===== config.mk =====
export PLATFORM = sky130hd
export DESIGN_NAME = fdiv_nr
export DESIGN_NICKNAME = d
export VERILOG_FILES = /design/src/rtl/fdiv_pkg.sv /design/src/rtl/fdiv_unpack.sv /design/src/rtl/fdiv_nr_core.sv /design/src/rtl/fdiv_round_pack.sv /design/src/rtl/fdiv_nr.sv
export SDC_FILE = /design/constraint.sdc
export NUM_CORES = 1
export LEC_CHECK = 0
export ABC_AREA = 1
export BUFFER_PORTS_ARGS = -buffer_cell sky130_fd_sc_hd__buf_2
export CORE_ASPECT_RATIO = 0.9
export CORE_MARGIN = 4
export CORE_UTILIZATION = 30
export DETAILED_ROUTE_END_ITERATION = 8
export MAX_ROUTING_LAYER = met4
export SYNTH_ARGS = -nofsm -noshare
export SYNTH_HDL_FRONTEND = slang
export SYNTH_SLANG_ARGS = --single-unit
export TNS_END_PERCENT = 20

===== constraint.sdc =====
create_clock -name clk -period 7.8 [get_ports clk]
set_input_delay 1.56 -clock clk [delete_from_list [all_inputs] [get_ports clk]]
set_output_delay 1.56 -clock clk [all_outputs]
set_load 0.05 [all_outputs]

===== src/rtl/fdiv_pkg.sv =====
`timescale 1ns/1ps
package fdiv_pkg;

   // classification of one packed operand
   typedef enum logic [1:0] {
      CLS_ZERO = 2'd0,
      CLS_NORM = 2'd1,
      CLS_BAD  = 2'd2
   } opclass_t;

   // controller states of the divider
   typedef enum logic {
      ST_IDLE = 1'b0,
      ST_RUN  = 1'b1
   } fsm_t;

endpackage


===== src/rtl/fdiv_unpack.sv =====
`timescale 1ns/1ps
module fdiv_unpack
   import fdiv_pkg::*;
#(
   parameter int EXP_W  = 8,
   parameter int FRAC_W = 23,
   localparam int W     = 1 + EXP_W + FRAC_W,
   localparam int SIG_W = FRAC_W + 1
) (
   input  logic [W-1:0]     word,
   output logic             sgn,
   output logic [EXP_W-1:0] expo,
   output logic [SIG_W-1:0] sig,
   output opclass_t         cls
);

   logic [FRAC_W-1:0] frac;
   logic              exp_max;
   logic              exp_min;

   assign sgn  = word[W-1];
   assign expo = word[W-2 -: EXP_W];
   assign frac = word[FRAC_W-1:0];

   assign exp_max = &expo;
   assign exp_min = ~|expo;

   // hidden one restored for every normal operand
   assign sig = {1'b1, frac};

   always_comb begin
      if (exp_max)
         cls = CLS_BAD;
      else if (exp_min)
         cls = (|frac) ? CLS_BAD : CLS_ZERO;
      else
         cls = CLS_NORM;
   end

endmodule


===== src/rtl/fdiv_nr_core.sv =====
`timescale 1ns/1ps
module fdiv_nr_core #(
   parameter int SIG_W  = 24,
   localparam int STEPS = SIG_W + 2,
   localparam int RW    = SIG_W + 2,
   localparam int CW    = $clog2(STEPS + 1)
) (
   input  logic             clk,
   input  logic             rst_n,
   input  logic             load,
   input  logic [SIG_W-1:0] dvd_sig,
   input  logic [SIG_W-1:0] dvs_sig,
   output logic [STEPS-1:0] quo,
   output logic             sticky,
   output logic             fin
);

   // Both significands sit under two zero bits, so the value range is
   // halved relative to the register and the doubled remainder cannot
   // run into the sign position.
   logic signed [RW-1:0] rem;
   logic signed [RW-1:0] dvs_r;
   logic signed [RW-1:0] rem_dbl;
   logic signed [RW-1:0] rem_next;
   logic signed [RW-1:0] rem_fix;
   logic [CW-1:0]        cnt;
   logic                 run;
   logic                 q_bit;
   logic                 last_step;

   assign rem_dbl   = rem <<< 1;
   assign q_bit     = ~rem[RW-1];
   assign last_step = (cnt == CW'(STEPS - 1));

   // a kept quotient bit is followed by a subtract, a dropped one by an add
   always_comb begin
      if (q_bit)
         rem_next = rem_dbl - dvs_r;
      else
         rem_next = rem_dbl + dvs_r;
   end

   always_ff @(posedge clk or negedge rst_n) begin
      if (!rst_n) begin
         rem   <= '0;
         dvs_r <= '0;
         cnt   <= '0;
         run   <= 1'b0;
         fin   <= 1'b0;
         quo   <= '0;
      end else if (load) begin
         rem   <= $signed({2'b00, dvd_sig}) - $signed({2'b00, dvs_sig});
         dvs_r <= $signed({2'b00, dvs_sig});
         cnt   <= '0;
         run   <= 1'b1;
         fin   <= 1'b0;
         quo   <= '0;
      end else if (run) begin
         quo <= {quo[STEPS-2:0], q_bit};
         cnt <= cnt + 1'b1;
         if (last_step) begin
            run <= 1'b0;
            fin <= 1'b1;
         end else begin
            rem <= rem_next;
         end
      end else begin
         fin <= 1'b0;
      end
   end

   // remainder correction: a negative final remainder gets the divisor back
   assign rem_fix = rem[RW-1] ? (rem + dvs_r) : rem;
   assign sticky  = |rem_fix;

   // the partial remainder always stays inside [-divisor, divisor)
   p_rem_range_r3: assert property (@(posedge clk) disable iff (!rst_n)
      run |-> ((rem + dvs_r) >= 0) && (rem < dvs_r));

endmodule


===== src/rtl/fdiv_round_pack.sv =====
`timescale 1ns/1ps
module fdiv_round_pack #(
   parameter int EXP_W  = 8,
   parameter int FRAC_W = 23,
   localparam int SIG_W = FRAC_W + 1,
   localparam int STEPS = SIG_W + 2,
   localparam int XW    = EXP_W + 2,
   localparam int W     = 1 + EXP_W + FRAC_W
) (
   input  logic                 sgn,
   input  logic signed [XW-1:0] exp_pre,
   input  logic [STEPS-1:0]     quo,
   input  logic                 sticky,
   output logic [W-1:0]         word,
   output logic                 range_err
);

   localparam logic signed [XW-1:0] EXP_TOP = XW'((2 ** EXP_W) - 2);
   localparam logic signed [XW-1:0] EXP_BOT = XW'(1);

   logic [SIG_W-1:0]     sig;
   logic [SIG_W:0]       sum;
   logic                 guard;
   logic                 low_any;
   logic                 bump;
   logic signed [XW-1:0] e_norm;
   logic signed [XW-1:0] e_fin;
   logic [FRAC_W-1:0]    frac;

   // at most one left shift: the leading one is in the top or next bit
   always_comb begin
      if (quo[STEPS-1]) begin
         sig     = quo[STEPS-1:2];
         guard   = quo[1];
         low_any = quo[0] | sticky;
         e_norm  = exp_pre;
      end else begin
         sig     = quo[STEPS-2:1];
         guard   = quo[0];
         low_any = sticky;
         e_norm  = exp_pre - XW'(1);
      end
   end

   // nearest, ties toward an even last bit
   assign bump = guard & (low_any | sig[0]);
   assign sum  = {1'b0, sig} + (SIG_W + 1)'(bump);

   // a carry out of the significand means it became exactly 2.0
   always_comb begin
      if (sum[SIG_W]) begin
         frac  = '0;
         e_fin = e_norm + XW'(1);
      end else begin
         frac  = sum[FRAC_W-1:0];
         e_fin = e_norm;
      end
   end

   assign range_err = (e_fin > EXP_TOP) || (e_fin < EXP_BOT);
   assign word      = range_err ? '0 : {sgn, e_fin[EXP_W-1:0], frac};

endmodule


===== src/rtl/fdiv_nr.sv =====
`timescale 1ns/1ps
module fdiv_nr
   import fdiv_pkg::*;
#(
   parameter int EXP_W  = 8,
   parameter int FRAC_W = 23,
   localparam int W     = 1 + EXP_W + FRAC_W,
   localparam int SIG_W = FRAC_W + 1,
   localparam int STEPS = SIG_W + 2,
   localparam int XW    = EXP_W + 2,
   localparam int CW    = $clog2(STEPS + 1),
   localparam int BIAS  = (2 ** (EXP_W - 1)) - 1
) (
   input  logic         clk,
   input  logic         rst_n,
   input  logic         start,
   input  logic [W-1:0] dividend,
   input  logic [W-1:0] divisor,
   output logic         done,
   output logic [W-1:0] quotient,
   output logic         trap
);

   generate
      if (EXP_W < 3 || FRAC_W < 3) begin : g_bad_size
         $error("fdiv_nr: exponent and fraction need at least 3 bits each");
      end
   endgenerate

   // ---------------- operand decode ----------------
   logic [W-1:0]     ops   [2];
   logic             u_sgn [2];
   logic [EXP_W-1:0] u_exp [2];
   logic [SIG_W-1:0] u_sig [2];
   opclass_t         u_cls [2];

   assign ops[0] = dividend;
   assign ops[1] = divisor;

   generate
      for (genvar gi = 0; gi < 2; gi++) begin : g_unpack
         fdiv_unpack #(
            .EXP_W  (EXP_W),
            .FRAC_W (FRAC_W)
         ) u_unpack (
            .word (ops[gi]),
            .sgn  (u_sgn[gi]),
            .expo (u_exp[gi]),
            .sig  (u_sig[gi]),
            .cls  (u_cls[gi])
         );
      end
   endgenerate

   // ---------------- request qualification ----------------
   fsm_t                 state;
   logic                 accept;
   logic                 bad_in;
   logic                 zero_q;
   logic                 core_load;
   logic                 sgn_x;
   logic signed [XW-1:0] exp_pre_n;
   logic                 sgn_r;
   logic signed [XW-1:0] exp_r;

   assign accept    = start && (state == ST_IDLE);
   assign bad_in    = (u_cls[0] == CLS_BAD) || (u_cls[1] != CLS_NORM);
   assign zero_q    = (u_cls[0] == CLS_ZERO);
   assign core_load = accept && !bad_in && !zero_q;
   assign sgn_x     = u_sgn[0] ^ u_sgn[1];
   assign exp_pre_n = $signed({2'b00, u_exp[0]}) - $signed({2'b00, u_exp[1]})
                      + $signed(XW'(BIAS));

   // ---------------- iteration loop ----------------
   logic [STEPS-1:0] core_quo;
   logic             core_sticky;
   logic             core_fin;

   fdiv_nr_core #(
      .SIG_W (SIG_W)
   ) u_core (
      .clk     (clk),
      .rst_n   (rst_n),
      .load    (core_load),
      .dvd_sig (u_sig[0]),
      .dvs_sig (u_sig[1]),
      .quo     (core_quo),
      .sticky  (core_sticky),
      .fin     (core_fin)
   );

   // ---------------- normalize, round, pack ----------------
   logic [W-1:0] pk_word;
   logic         pk_err;

   fdiv_round_pack #(
      .EXP_W  (EXP_W),
      .FRAC_W (FRAC_W)
   ) u_pack (
      .sgn       (sgn_r),
      .exp_pre   (exp_r),
      .quo       (core_quo),
      .sticky    (core_sticky),
      .word      (pk_word),
      .range_err (pk_err)
   );

   // ---------------- controller and result registers ----------------
   always_ff @(posedge clk or negedge rst_n) begin
      if (!rst_n) begin
         state    <= ST_IDLE;
         done     <= 1'b0;
         quotient <= '0;
         trap     <= 1'b0;
         sgn_r    <= 1'b0;
         exp_r    <= '0;
      end else begin
         done <= 1'b0;
         unique case (state)
            ST_IDLE: begin
               if (accept) begin
                  if (bad_in) begin
                     quotient <= '0;
                     trap     <= 1'b1;
                     done     <= 1'b1;
                  end else if (zero_q) begin
                     quotient <= {sgn_x, {(W-1){1'b0}}};
                     trap     <= 1'b0;
                     done     <= 1'b1;
                  end else begin
                     sgn_r <= sgn_x;
                     exp_r <= exp_pre_n;
                     state <= ST_RUN;
                  end
               end
            end
            ST_RUN: begin
               if (core_fin) begin
                  quotient <= pk_word;
                  trap     <= pk_err;
                  done     <= 1'b1;
                  state    <= ST_IDLE;
               end
            end
            default: state <= ST_IDLE;
         endcase
      end
   end

   // ---------------- checks ----------------
   logic [CW-1:0] lat_cnt;

   always_ff @(posedge clk or negedge rst_n) begin
      if (!rst_n)
         lat_cnt <= '0;
      else if (core_load)
         lat_cnt <= '0;
      else if (state == ST_RUN)
         lat_cnt <= lat_cnt + 1'b1;
   end

   // the loop reports completion after exactly STEPS clocks
   p_loop_len_r4: assert property (@(posedge clk) disable iff (!rst_n)
      core_fin |-> (lat_cnt == CW'(STEPS)));

   // a result strobe lasts one cycle unless a new request is taken
   p_done_pulse_r5: assert property (@(posedge clk) disable iff (!rst_n)
      (done && !start) |=> !done);

   // outputs only move when a result is presented
   p_hold_r5: assert property (@(posedge clk) disable iff (!rst_n)
      !done |-> ($stable(quotient) && $stable(trap)));

   // a trapped result never carries a payload
   p_trap_zero_r7: assert property (@(posedge clk) disable iff (!rst_n)
      (done && trap) |-> (quotient == '0));

   // the loop is never restarted while it is running
   p_no_reload_r6: assert property (@(posedge clk) disable iff (!rst_n)
      (state == ST_RUN) |-> !core_load);

endmodule


==> reports/metrics.yaml <==
status:
  outcome: "finished clean"
layout:
  fillCellCount: 4700
  final_common_cell: "nand2_1"
  layout_common_cells: "nand2_1, inv_1, nor2_1"
  fin_nets: 2326
  drive_gt1_share_pct: 8.38
  syn_to_final_growth_pct: 12.0
clocking:
  clock_latency_ns: 0.43
  holdBufCountCts: 0
  cts_tree: "built"
  postCtsResizedCells: 0
  cts-root-buf: "clkbuf_16"
  cts.path.max_buffers: 2
  cts_setup_buffers: 0
  cts.sink_count: 129
  clk_pin_slew_ns: 0.06
  cts_buffers: 17
  cts-htree-levels: 4
sta:
  tightest_slew_ns: 1.09
  maxSlewHeadroom_pct: 27.0
  finalSetupTns_ns: 0
  maxSlewViolCount: 0
  hold_viol: 0
  hold_ws_ns: 0.474
  fin_skew_ns: 0.00792
  setup_viol: 0
  period_minus_slack_ns: 4.24
  fmax_ghz: 0.236
  period_share_pct: 54.4
  rsz0062_at_grt: "false"
synthesis:
  yosysTopAreaCellShare_pct: 24.7
  synth_area_um2: 13100
  synth_ff_type: "dfrtp_1"
  syn_inst: 2073
  synth_nets: 2252
  yosysTopAreaCell: "dfrtp_1"
  ys_top_cells_by_area: "dfrtp_1, nand2_1, ha_1"
  synth_edf_count: 0
  ys_seq_elements: 129
  yosys.cell_types.count: 49
  synthArstFlopShare_pct: 100
  synth_seq_area_share_pct: 24.7
  synth_warnings: 0
  avgSynthCellArea_um2: 6.30
route:
  avgRoutedWirePerCell_um: 16.1
  drc: 0
  drtIter0Drc: 1279
  dr.pass1.iters: 7
  ant_nets: 0
  vias: 13700
  wl_um: 43600
  vias_per_cell: 5.04
power:
  seqPwrFrac_pct: 18.5
  p_comb_share_pct: 70.5
  switching_share_pct: 57.5
  p_leak_nw: 7.61
  pwr_density_cell_nw_per_um2: 491
  p_int_mw: 3.05
  switching_power_mw: 4.13
  p_clk_share_pct: 11.0
  peakVddDrop_v: 0.000129
setup_path:
  end_kind: "register"
  required_ns: 8.11
  path_max_fanout: 70
  start_kind: "input pin"
  crit_type: "input pin to register"
  reg2regPathDepth: 18
  crit_arrival_ns: 4.56
worst_hold_path:
  min_path_cells: 2
  hp-class: "register to register"
job:
  cap_violations: 0
global_route:
  grt_max_degree: 71
  grt_use_total_pct: 18.7
  overflow: 0
  grt_pass1_wl_um: 69400
  grt_pass1_vias: 12600
  antenna_found_initial: 2
floorplanning:
  die_w_um: 228
  io_pins: 101
  core_area_um2: 43000
  die-area_um2: 46900
  initial_core_util_pct: 30.4
  fp-row-count: 72
  fp.dieH_um: 206
place:
  gp_congestion: 0.988
  post-dp-hpwl_um: 35100
  port-buffer-count: 100
## cells in the mapped netlist, types with 12 or more instances
library cell  count
a21oi_1         132
nor2_1          175
inv_1           300
xnor2_1          19
xor2_1           35
dfrtp_1         129
o21ai_0         138
ha_1            107
o22ai_1          27
or2_2            12
o21ai_1          12
nand3_1         132
nand4_1          36
nor4_1           17
nand2_1         615
o21bai_1         13
nor3_1           25
clkbuf_1         33
## state kept, by name, summed over array words and instances (netlist names)
name          count
quotient         32
u_core.quo       26
u_core.rem       26
u_core.dvs_r     24
exp_r            10
u_core.cnt        5
done              1
sgn_r             1
state             1
trap              1
u_core.fin        1
u_core.run        1
## logic make-up (layout without fill, tap and decap cells)
kind of cell | Yosys count | in the layout | share of synthesized area (%)
AO/OA/AOI/OAI | 374 | 374 | 15.9
adder cells (fa/ha/maj) | 112 | 112 | 11.0
XOR/XNOR | 54 | 54 | 3.62
other | 0 | 2 | 0
multiplexers | 3 | 3 | 0.230
AND/OR/NAND/NOR | 1042 | 1042 | 33.6
buffers and inverters | 359 | 446 | 10.9
flip-flops | 129 | 129 | 24.7
## path summary, 6_finish.rpt
path | startpoint | end | slack (ns)
max | dividend[24] | u_core.quo[21]$_DFFE_PN0P_ | 3.56
min | quotient[21]$_DFFE_PN0P_ | quotient[21]$_DFFE_PN0P_ | 0.47
max reg2reg | u_core.quo[25]$_DFFE_PN0P_ | quotient[5]$_DFFE_PN0P_ | 4.02
min reg2reg | quotient[21]$_DFFE_PN0P_ | quotient[21]$_DFFE_PN0P_ | 0.47
max in group asynchronous | rst_n | u_core.quo[0]$_DFFE_PN0P_ | 5.36
min in group asynchronous | rst_n | quotient[3]$_DFFE_PN0P_ | 1.14
## critical path, stage by stage
cell and delay [ns]:
buf_2 0.13, nor4_1 0.47, nand2_1 0.20, nand3_4 0.27
buf_4 0.62, nand2_1 0.78, o22ai_1 0.43
## cell type report
type,count,area (µm²),share of cell area (%)
Tap cell,555,694,4.75
Sequential cell,129,3230,22.1
Timing Repair Buffer,105,544,3.72
Multi-Input combinational cell,1585,8420,57.6
Antenna cell,2,5.00,0.0342
Inverter,309,1160,7.93
Clock buffer,17,425,2.91
Clock inverter,15,144,0.984
## per-layer routing
metal	GRT usage (%)	wire, µm	vias to the layer above	share of wire, %
met2	27.3	18300	414	42
li1	-	-	6902	-
met3	2.54	2490	44	5.7
met5	-	0	-	0
met1	27.5	22200	6341	51
met4	4.09	646	0	1.5
## through the flow
step | util (%) | setup slack, ns | instance area, µm² | power, mW | std cells
6_report | 34.0 | 3.56 | 14600 | 7.18 | 2717
5_1_grt | 34.0 | 3.14 | 14600 | 7.93 | 2717
4_1_cts | 34.0 | 3.59 | 14600 | 7.13 | 2715
3_5_place_dp | 32.7 | 3.10 | 14000 | 6.29 | 2683
3_3_place_gp | 32.7 | 3.21 | 14000 | 6.26 | 2683
2_1_floorplan | - | 4.25 | 13100 | 4.98 | 2073
## power by group through the flow
stage / registers, mW / logic [mW] / clock network [mW]
after floorplan: 1.39 / 3.59 / 0
after global placement: 1.33 / 4.93 / 0
after detailed placement: 1.33 / 4.96 / 0
after CTS: 1.33 / 5.00 / 0.805
after global routing: 1.36 / 5.74 / 0.838
final: 1.33 / 5.06 / 0.791
Power figures use the tool's default switching activity.
